===== config.mk =====
export PLATFORM = sky130hd
export DESIGN_NAME = dr_completion_detect
export DESIGN_NICKNAME = d
export VERILOG_FILES = /design/src/rtl/dr_cd_pkg.sv /design/src/rtl/dr_rail_validity.sv /design/src/rtl/dr_c_element.sv /design/src/rtl/dr_c_tree.sv /design/src/rtl/dr_completion_detect.sv
export SDC_FILE = /design/constraint.sdc
export NUM_CORES = 1
export LEC_CHECK = 0
export BUFFER_PORTS_ARGS = -buffer_cell sky130_fd_sc_hd__clkbuf_2
export CAP_MARGIN = 20
export CORE_AREA = 4 4 41 43
export CTS_CLUSTER_DIAMETER = 200
export DETAILED_ROUTE_END_ITERATION = 10
export DIE_AREA = 0 0 45 47
export GPL_ROUTABILITY_DRIVEN = 0
export MAX_ROUTING_LAYER = met4
export PLACE_DENSITY = 0.43
export SYNTH_ARGS = -nofsm -noshare
export SYNTH_HDL_FRONTEND = slang
export SYNTH_SLANG_ARGS = --single-unit

===== constraint.sdc =====
create_clock -name clk -period 1.15 [get_ports clk]
set_input_delay 0.1725 -clock clk [delete_from_list [all_inputs] [get_ports clk]]
set_output_delay 0.1725 -clock clk [all_outputs]
set_load 0.02 [all_outputs]

===== src/rtl/dr_cd_pkg.sv =====
package dr_cd_pkg;

    // Spacer polarity of the dual-rail encoding
    typedef enum logic {
        SPACER_LOW  = 1'b0,   // spacer = both rails 0
        SPACER_HIGH = 1'b1    // spacer = both rails 1
    } spacer_e;

    // State of one hysteretic 2-input C-element
    typedef enum logic {
        CE_EMPTY = 1'b0,
        CE_FULL  = 1'b1
    } ce_state_e;

    // Number of C-element stages between the leaves and the root
    function automatic int tree_depth(input int width);
        return (width <= 1) ? 1 : $clog2(width);
    endfunction

endpackage


===== src/rtl/dr_rail_validity.sv =====
module dr_rail_validity #(
    parameter int                  WIDTH  = 8,
    parameter dr_cd_pkg::spacer_e  SPACER = dr_cd_pkg::SPACER_LOW
) (
    input  logic [WIDTH-1:0] rail_t,
    input  logic [WIDTH-1:0] rail_f,
    output logic [WIDTH-1:0] bit_valid
);

    // One flag per bit, normalised so that 1 always means "carries data".
    for (genvar b = 0; b < WIDTH; b++) begin : g_bit
        if (SPACER == dr_cd_pkg::SPACER_LOW) begin : g_rtz
            assign bit_valid[b] = rail_t[b] | rail_f[b];
        end else begin : g_rto
            assign bit_valid[b] = ~(rail_t[b] & rail_f[b]);
        end
    end

endmodule


===== src/rtl/dr_c_element.sv =====
module dr_c_element (
    input  logic clk,
    input  logic rst_n,
    input  logic in_a,
    input  logic in_b,
    output logic out_q
);

    import dr_cd_pkg::*;

    ce_state_e state_q;
    ce_state_e state_d;

    // Transition logic: FILL when both inputs high, DRAIN when both low
    always_comb begin
        state_d = state_q;
        unique case (state_q)
            CE_EMPTY: if (in_a && in_b)   state_d = CE_FULL;   // FILL
            CE_FULL:  if (!in_a && !in_b) state_d = CE_EMPTY;  // DRAIN
        endcase
    end

    // State register
    always_ff @(posedge clk or negedge rst_n) begin
        if (!rst_n) state_q <= CE_EMPTY;
        else        state_q <= state_d;
    end

    // Output decode
    always_comb begin
        out_q = (state_q == CE_FULL);
    end

endmodule


===== src/rtl/dr_c_tree.sv =====
module dr_c_tree #(
    parameter int WIDTH = 8
) (
    input  logic             clk,
    input  logic             rst_n,
    input  logic [WIDTH-1:0] leaf,
    output logic             root
);

    localparam int DEPTH  = dr_cd_pkg::tree_depth(WIDTH);
    localparam int LEAVES = 1 << DEPTH;

    // Heap layout: node i has children 2i and 2i+1; leaves at LEAVES..2*LEAVES-1
    logic [2*LEAVES-1:1] heap;

    for (genvar j = 0; j < LEAVES; j++) begin : g_leaf
        localparam int SRC = (j < WIDTH) ? j : WIDTH - 1;
        assign heap[LEAVES + j] = leaf[SRC];
    end

    for (genvar i = 1; i < LEAVES; i++) begin : g_node
        dr_c_element u_ce (
            .clk   (clk),
            .rst_n (rst_n),
            .in_a  (heap[2*i]),
            .in_b  (heap[2*i + 1]),
            .out_q (heap[i])
        );
    end

    assign root = heap[1];

endmodule


===== src/rtl/dr_completion_detect.sv =====
module dr_completion_detect #(
    parameter int                  WIDTH  = 8,
    parameter dr_cd_pkg::spacer_e  SPACER = dr_cd_pkg::SPACER_LOW
) (
    input  logic             clk,
    input  logic             rst_n,
    input  logic [WIDTH-1:0] rail_t,
    input  logic [WIDTH-1:0] rail_f,
    output logic             done
);

    logic [WIDTH-1:0] bit_valid;

    dr_rail_validity #(
        .WIDTH  (WIDTH),
        .SPACER (SPACER)
    ) u_valid (
        .rail_t    (rail_t),
        .rail_f    (rail_f),
        .bit_valid (bit_valid)
    );

    dr_c_tree #(
        .WIDTH (WIDTH)
    ) u_tree (
        .clk   (clk),
        .rst_n (rst_n),
        .leaf  (bit_valid),
        .root  (done)
    );

endmodule


==> results.sh, run 1 <==
export IMPL_outcome="complete, no violations"
export IMPL_syn_to_final_growth_pct=52.5
export IMPL_slew_viol_final=0
export IMPL_htree_levels=1
export IMPL_finalSetupTns_ns=0
export IMPL_setup_viol_count_final=0
export IMPL_timing_slew_headroom_pct=82.7
export IMPL_clkLatencyLatePin_ns=0.24
export IMPL_ios=19
export IMPL_crit_path_end_kind="primary output"
export IMPL_cpPeakStageDelay_ns=0.37
export IMPL_grt_overflow=0
export IMPL_cts_buffers=3
export IMPL_wire_per_inst_um=10.4
export IMPL_grt_pass1_vias=253
export IMPL_vias=268
export IMPL_crit_type="register to primary output"
export IMPL_path_max_fanout=2
export IMPL_cp_start_kind="register"
export IMPL_clk_pin_slew_worst_paths_ns=0.05
export IMPL_path_delay_family="flip-flops"
export IMPL_grt_pass1_wl_um=924
export IMPL_fill_cells=146
export IMPL_postCtsSetupBuffers=0
export IMPL_synthCells=22
export IMPL_ys_types=7
export IMPL_maxCapViolCount=0
export IMPL_arrival_ns=0.77
export IMPL_clockBufferDepth=2
export IMPL_synth_seq_cells=7
export IMPL_wl_um=623
export IMPL_row_count=13
export IMPL_largest_reg_flops=7
export IMPL_synth_avg_cell_area_um2=12.6
export IMPL_die_width_um=45
export IMPL_cts_root_buf="clkbuf_4"
export IMPL_drt_iter0_drc=1
export IMPL_placed_cells=55
export IMPL_dieHeight_um=47
export IMPL_port_buffer_count=18
export IMPL_final_cell_mix="clkbuf_2 (18), dfrtp_1 (7), nand2_1 (4)"
export IMPL_final_hold_viol_count=0
export IMPL_path_buf_inv=1
export IMPL_max_freq_ghz=1.06
export IMPL_yosys_warnings=0
export IMPL_power_leakage_nw=0.173
export IMPL_tightest_slew_ns=0.256
export IMPL_finalNetCount=64
export IMPL_post_cts_resized=0
export IMPL_worst_ep_required_time_ns=0.98
export IMPL_min_period_ns=0.941
export IMPL_antenna_found_initial=0
export IMPL_ant_nets=0
export IMPL_drive_above_1_share_pct=46.7
export IMPL_grt_max_degree=8
export IMPL_via_per_inst=4.47
export IMPL_fin_skew_ns=0.00343
export IMPL_hp_class="input port to register"
export IMPL_synthesis_nets=40
export IMPL_cts_tree="yes"
export IMPL_grt_total_usage_pct=6.50
export IMPL_power_density_nw_per_um2=1240
export IMPL_ys_seq_area_share_pct=63.3
export IMPL_start_util_pct=21.2
export IMPL_clock_sinks=7
export IMPL_peakVddDrop_mv=0.419
export IMPL_syn_area_um2=277
export IMPL_stdcell_count=60
export IMPL_dieArea_um2=2120
export IMPL_dr_pass1_iters=2
export IMPL_slowest_stage="dfrtp_1"
export IMPL_path_cells="clkbuf_2"
export IMPL_drc_errors=0
export IMPL_antenna_cells=0
export IMPL_finalCritPeriodShare_pct=81.8
export IMPL_final_common_cell="clkbuf_2"
export IMPL_core_area_um2=1300
export IMPL_rsz0062_at_grt="no"
==> metrics by stage <==
| stage | area (µm²) | utilization [%] | power [mW] | worst slack (ns) | hold WS [ns] |
|---|---|---|---|---|---|
| 2_1_floorplan | 277 | - | 0.273 | 0.229 | -0.123 |
| 3_3_place_gp | 385 | 29.6 | 0.309 | 0.313 | 0.0151 |
| 3_5_place_dp | 385 | 29.6 | 0.312 | 0.300 | 0.0203 |
| 4_1_cts | 422 | 32.4 | 0.537 | 0.195 | 0.155 |
| 5_1_grt | 422 | 32.4 | 0.554 | 0.184 | 0.161 |
| 6_report | 422 | 32.4 | 0.524 | 0.209 | 0.159 |
==> layout make-up <==
| type | count | area, µm² | share of cell area, % |
|---|---|---|---|
| tap | 15 | 18.8 | 4.45 |
| sequential | 7 | 175 | 41.5 |
| timing repair buffer | 19 | 100 | 23.7 |
| clock buffer | 4 | 26.3 | 6.23 |
| multi-input combinational | 15 | 101 | 24.0 |
==> synth_stat cells <==
| master | n | share of area [%] |
|---|---|---|
| o32ai_1 | 3 | 9.5 |
| o41ai_1 | 1 | 3.2 |
| o22ai_1 | 1 | 2.3 |
| maj3_1 | 3 | 11 |
| nand2_1 | 4 | 5.4 |
| dfrtp_1 | 7 | 63 |
| o21ai_0 | 3 | 5.4 |
==> logic make-up (layout without fill, tap and decap cells) <==
logic type / count (synthesis) / after routing / synth area share (%)
buf+inv: 0 / 23 / 0
simple gates: 4 / 4 / 5.43
compound gates: 8 / 8 / 20.4
flops: 7 / 7 / 63.3
fa+ha+maj: 3 / 3 / 10.9
==> metal layers <==
metal / GRT usage [%] / up-vias / share of wire, %
met1: 6.99 / 122 / 41
met5: - / - / 0
met3: 2.68 / 0 / 13
met4: 3.51 / 0 / 0
met2: 10.2 / 12 / 46
li1: - / 134 / -
==> worst paths after layout <==
check	from	to	slack (ns)	cells past startpoint
max	u_tree.g_node[1].u_ce.out_q	done	0.21	1
max in group asynchronous	rst_n	u_tree.g_node[7].u_ce.out_q	0.68	2
min	rail_f[6]	u_tree.g_node[7].u_ce.out_q	0.16	3
min in group asynchronous	rst_n	u_tree.g_node[4].u_ce.out_q	0.30	2
max reg2reg	u_tree.g_node[5].u_ce.out_q	u_tree.g_node[2].u_ce.out_q	0.30	1
min reg2reg	u_tree.g_node[4].u_ce.out_q	u_tree.g_node[4].u_ce.out_q	0.50	2
==> power breakdown <==
group | switching (mW) | total [mW] | leakage [nW] | internal (mW)
registers | 0.00396 | 0.256 | 0.0632 | 0.253
logic | 0.0221 | 0.0530 | 0.0946 | 0.0309
clock network | 0.0828 | 0.215 | 0.0150 | 0.132
total | 0.109 | 0.524 | 0.173 | 0.415
==> timing repair <==
action / CTS / global route
endpoints found under the setup margin: 0 / 0
hold endpoints to repair: 7 / 0
hold buffers: 1 / 0
Note: power is estimated with default switching activity, not from simulation.
==> run 2: changes to the inputs <==
==> constraint.sdc (replaced) <==
create_clock -name clk -period 0.9 [get_ports clk]
set_input_delay 0.135 -clock clk [delete_from_list [all_inputs] [get_ports clk]]
set_output_delay 0.135 -clock clk [all_outputs]
set_load 0.02 [all_outputs]
==> results.sh, run 2 (synthesis gave the netlist of run 1 again) <==
export IMPL_vias=266
export IMPL_fill_cells=147
export IMPL_wl_um=650
export IMPL_cts_tree="yes"
export IMPL_htree_levels=1
export IMPL_final_common_cell="clkbuf_2"
export IMPL_whs_ns=0.113
export IMPL_tightest_slew_ns=0.260
export IMPL_clkLatencyLatePin_ns=0.24
export IMPL_grt_pass1_wl_um=848
export IMPL_max_freq_ghz=1.09
export IMPL_ios=19
export IMPL_place_area_um2=388
export IMPL_grt_util_met1_pct=7.46
export IMPL_path_buf_inv=1
export IMPL_via_per_inst=4.43
export IMPL_setup_viol_count_final=1
export IMPL_antenna_cells=0
export IMPL_syn_to_final_growth_pct=55.7
export IMPL_outcome="finished with violations"
export IMPL_arrival_ns=0.78
export IMPL_dieArea_um2=2120
export IMPL_drt_iter0_drc=1
export IMPL_cts_root_buf="clkbuf_4"
export IMPL_path_max_fanout=2
export IMPL_clock_sinks=7
export IMPL_power_density_nw_per_um2=1560
export IMPL_failed_checks="negative setup slack"
export IMPL_drc_errors=0
export IMPL_hp_class="input port to register"
export IMPL_wire_per_inst_um=10.8
export IMPL_drive_above_1_share_pct=51.1
export IMPL_finalNetCount=64
export IMPL_row_count=13
export IMPL_grt_met3_usage_pct=3.07
export IMPL_grt_overflow=0
export IMPL_busiest_layer="met2"
export IMPL_hpwl_um=572
export IMPL_worst_ep_required_time_ns=0.76
export IMPL_cts_buffers=3
export IMPL_clk_pin_slew_worst_paths_ns=0.05
export IMPL_start_util_pct=21.2
export IMPL_fin_area_um2=430
export IMPL_grt_met2_usage_pct=7.63
export IMPL_peakVddDrop_mv=0.611
export IMPL_path_cells="buf_6"
export IMPL_reg2reg_from="u_tree.g_node[5].u_ce.out_q"
export IMPL_cp_start_kind="register"
export IMPL_fin_skew_ns=0.00570
export IMPL_finalCritPeriodShare_pct=102
export IMPL_min_period_ns=0.918
export IMPL_crit_type="register to primary output"
export IMPL_rrSetupSlack_ns=0.04
export IMPL_ant_nets=0
export IMPL_power_total_mw=0.674
export IMPL_largest_reg_flops=7
export IMPL_slowest_stage="dfrtp_2"
export IMPL_power_leakage_nw=0.175
export IMPL_die_width_um=45
export IMPL_grt_pass1_vias=217
export IMPL_cp_depth=1
export IMPL_crit_path_end="done"
export IMPL_final_cell_mix="clkbuf_2 (17), dfrtp_1 (6), nand2_1 (4)"
export IMPL_dieHeight_um=47
export IMPL_worstRegToRegCells=1
export IMPL_fin_ws_ns=-0.0176
export IMPL_dr_pass1_iters=4
export IMPL_clockBufferDepth=2
export IMPL_crit_path_start="u_tree.g_node[1].u_ce.out_q"
export IMPL_path_delay_family="flip-flops"
export IMPL_maxCapViolCount=0
export IMPL_cpPeakStageDelay_ns=0.41
export IMPL_reg2reg_to="u_tree.g_node[2].u_ce.out_q"
export IMPL_final_hold_viol_count=0
export IMPL_antenna_found_initial=0
export IMPL_core_area_um2=1300
export IMPL_timing_slew_headroom_pct=82.4
export IMPL_grt_total_usage_pct=5.76
export IMPL_crit_path_end_kind="primary output"
export IMPL_slew_viol_final=0
export IMPL_port_buffer_count=18
export IMPL_grt_max_degree=8
export IMPL_rsz0062_at_grt="yes"
-- run 2: repair_timing --
action / in CTS / in global routing
buffers inserted: 0 / 0
endpoints found under the hold margin: 7 / 0
hold buffers: 1 / 0
cloned: 0 / 0
resized for setup: 0 / 3
setup endpoints to repair: 1 / 1
-- run 2: layer usage --
layer | vias up | wire length, µm
li1 | 132 | -
met1 | 121 | 291
met2 | 13 | 285
met3 | 0 | 73
met4 | 0 | 0
met5 | - | 0
-- run 2: cell type report --
cell class / instances / area, µm² / share of cell area (%)
Clock buffer: 4 / 26.3 / 6.10
Multi-Input combinational cell: 15 / 103 / 23.8
Timing Repair Buffer: 19 / 106 / 24.7
Sequential cell: 7 / 176 / 41.0
Tap cell: 15 / 18.8 / 4.36
-- run 2: worst min path at each step --
stage               startpoint                     endpoint  slack [ns]  cells after the start
finish               rail_f[4]  u_tree.g_node[6].u_ce.out_q        0.11                      3
global route         rail_f[2]  u_tree.g_node[5].u_ce.out_q        0.13                      3
CTS                  rail_f[4]  u_tree.g_node[6].u_ce.out_q        0.12                      3
detailed placement       rst_n  u_tree.g_node[3].u_ce.out_q       -0.01                      1
global placement         rst_n  u_tree.g_node[3].u_ce.out_q       -0.02                      1
floorplan                rst_n  u_tree.g_node[1].u_ce.out_q       -0.16                      0
-- run 2: per-stage QoR --
stage	utilization (%)	std cells	TNS [ns]	setup slack (ns)
floorplan	-	22	0	0.0395
global placement	29.8	55	0	0.0625
detailed placement	29.8	55	0	0.0434
CTS	32.6	60	-0.0367	-0.0367
global route	33.1	60	-0.0306	-0.0306
finish	33.1	60	-0.0176	-0.0176
-- run 2: power by group --
part	switching, mW	leakage [nW]	internal (mW)
registers	0.00537	0.0629	0.323
logic	0.0286	0.0973	0.0395
clock network	0.109	0.0150	0.169
total	0.143	0.175	0.531
==> run 3: changes to the inputs <==
--- a/config.mk
+++ b/config.mk
@@ -12,8 +12,9 @@
 export DETAILED_ROUTE_END_ITERATION = 10
 export DIE_AREA = 0 0 45 47
 export GPL_ROUTABILITY_DRIVEN = 0
+export GPL_TIMING_DRIVEN = 0
 export MAX_ROUTING_LAYER = met4
-export PLACE_DENSITY = 0.43
+export PLACE_DENSITY = 0.42
 export SYNTH_ARGS = -nofsm -noshare
 export SYNTH_HDL_FRONTEND = slang
 export SYNTH_SLANG_ARGS = --single-unit
==> results.sh, run 3 (synthesis gave the netlist of run 1 again) <==
export IMPL_outcome="finished with violations"
export IMPL_failed_checks="negative setup slack"
export IMPL_path_buf_inv=1
export IMPL_fin_util_pct=33.1
export IMPL_wl_um=584
export IMPL_max_freq_ghz=1.10
export IMPL_dieHeight_um=47
export IMPL_vias=261
export IMPL_fin_ws_ns=-0.00753
export IMPL_cts_buffers=3
export IMPL_ios=19
export IMPL_path_max_fanout=2
export IMPL_crit_type="register to primary output"
export IMPL_final_cell_mix="clkbuf_2 (17), dfrtp_1 (6), nand2_1 (4)"
export IMPL_cts_root_buf="clkbuf_4"
export IMPL_reg2reg_to="u_tree.g_node[2].u_ce.out_q"
export IMPL_arrival_ns=0.77
export IMPL_antenna_cells=0
export IMPL_rsz0062_at_grt="yes"
export IMPL_fill_cells=144
export IMPL_power_density_nw_per_um2=1540
export IMPL_place_area_um2=388
export IMPL_drive_above_1_share_pct=51.1
export IMPL_cts_tree="yes"
export IMPL_cpPeakStageDelay_ns=0.40
export IMPL_grt_pass1_wl_um=876
export IMPL_ant_nets=0
export IMPL_placed_cells=55
export IMPL_reg2reg_from="u_tree.g_node[5].u_ce.out_q"
export IMPL_slowest_stage="dfrtp_2"
export IMPL_finalCritPeriodShare_pct=101
export IMPL_fin_skew_ns=0.00222
export IMPL_preCtsSetupSlack_ns=0.0466
export IMPL_die_width_um=45
export IMPL_final_hold_viol_count=0
export IMPL_crit_path_end_kind="primary output"
export IMPL_cp_start_kind="register"
export IMPL_dieArea_um2=2120
export IMPL_largest_reg_flops=7
export IMPL_dr_pass1_iters=3
export IMPL_hp_class="input port to register"
export IMPL_grt_pass1_vias=236
export IMPL_core_area_um2=1300
export IMPL_whs_path_depth=3
export IMPL_drt_iter0_drc=1
export IMPL_path_delay_family="flip-flops"
export IMPL_syn_to_final_growth_pct=55.7
export IMPL_clk_pin_slew_worst_paths_ns=0.05
export IMPL_clkLatencyLatePin_ns=0.24
export IMPL_min_period_ns=0.908
export IMPL_min_from="rail_f[2]"
export IMPL_fin_area_um2=430
export IMPL_grt_max_degree=8
export IMPL_start_util_pct=21.2
export IMPL_clock_sinks=7
export IMPL_peakVddDrop_mv=0.411
export IMPL_power_leakage_nw=0.175
export IMPL_port_buffer_count=18
export IMPL_setup_viol_count_final=1
export IMPL_wire_per_inst_um=9.73
export IMPL_clockBufferDepth=2
export IMPL_path_cells="buf_6"
export IMPL_worstRegToRegCells=1
export IMPL_final_common_cell="clkbuf_2"
export IMPL_finalNetCount=64
export IMPL_worst_ep_required_time_ns=0.76
export IMPL_postCtsSetupBuffers=0
export IMPL_rrSetupSlack_ns=0.04
export IMPL_htree_levels=1
export IMPL_row_count=13
export IMPL_hpwl_um=511
export IMPL_antenna_found_initial=0
export IMPL_timing_slew_headroom_pct=81.9
export IMPL_grt_total_usage_pct=6.26
export IMPL_min_to="u_tree.g_node[5].u_ce.out_q"
export IMPL_stdcell_count=60
export IMPL_grt_overflow=0
export IMPL_maxCapViolCount=0
export IMPL_slew_viol_final=0
export IMPL_drc_errors=0
export IMPL_tightest_slew_ns=0.268
export IMPL_cp_depth=1
export IMPL_via_per_inst=4.35
## run 3: worst max path at each step
stage / start / to / slack (ns)
2_1_floorplan: u_tree.g_node[1].u_ce.out_q / u_tree.g_node[1].u_ce.out_q / 0.04
3_3_place_gp: u_tree.g_node[5].u_ce.out_q / u_tree.g_node[2].u_ce.out_q / 0.06
3_5_place_dp: u_tree.g_node[7].u_ce.out_q / u_tree.g_node[3].u_ce.out_q / 0.05
4_1_cts: u_tree.g_node[1].u_ce.out_q / done / -0.04
5_1_grt: u_tree.g_node[1].u_ce.out_q / done / -0.04
6_report: u_tree.g_node[1].u_ce.out_q / done / -0.008
## run 3: layout make-up
class                   instances  area [µm²]  share of cell area [%]
clock buffers                   4        26.3                    6.10
multi-input cells              15         103                    23.8
flip-flops and latches          7         176                    41.0
well taps                      15        18.8                    4.36
repair buffers                 19         106                    24.7
## run 3: per-stage QoR
step | hold WS [ns] | setup TNS (ns) | power (mW)
6_report | 0.114 | -0.00753 | 0.664
5_1_grt | 0.115 | -0.0432 | 0.709
4_1_cts | 0.108 | -0.0390 | 0.684
3_5_place_dp | -0.0196 | 0 | 0.398
3_3_place_gp | -0.0217 | 0 | 0.394
2_1_floorplan | -0.161 | 0 | 0.349
## run 3: routing by layer
layer	track usage [%]	share of wire, %
met1	6.78	39
met2	9.04	50
met3	2.30	11
met4	5.26	0
met5	-	0
## run 3: timing repair
item | CTS | global route
pin swaps | 0 | 0
gates resized for setup | 0 | 3
gates cloned | 0 | 0
endpoints found under the setup margin | 1 | 1
endpoints found under the hold margin | 7 | 0
hold buffers | 1 | 0
## run 3: where the power goes
part           internal [mW]  switching, mW  total (mW)  leakage [nW]
clock network          0.168          0.101       0.269        0.0150
logic                 0.0395         0.0269      0.0664        0.0973
registers              0.323        0.00554       0.328        0.0629
total                  0.531          0.134       0.664         0.175
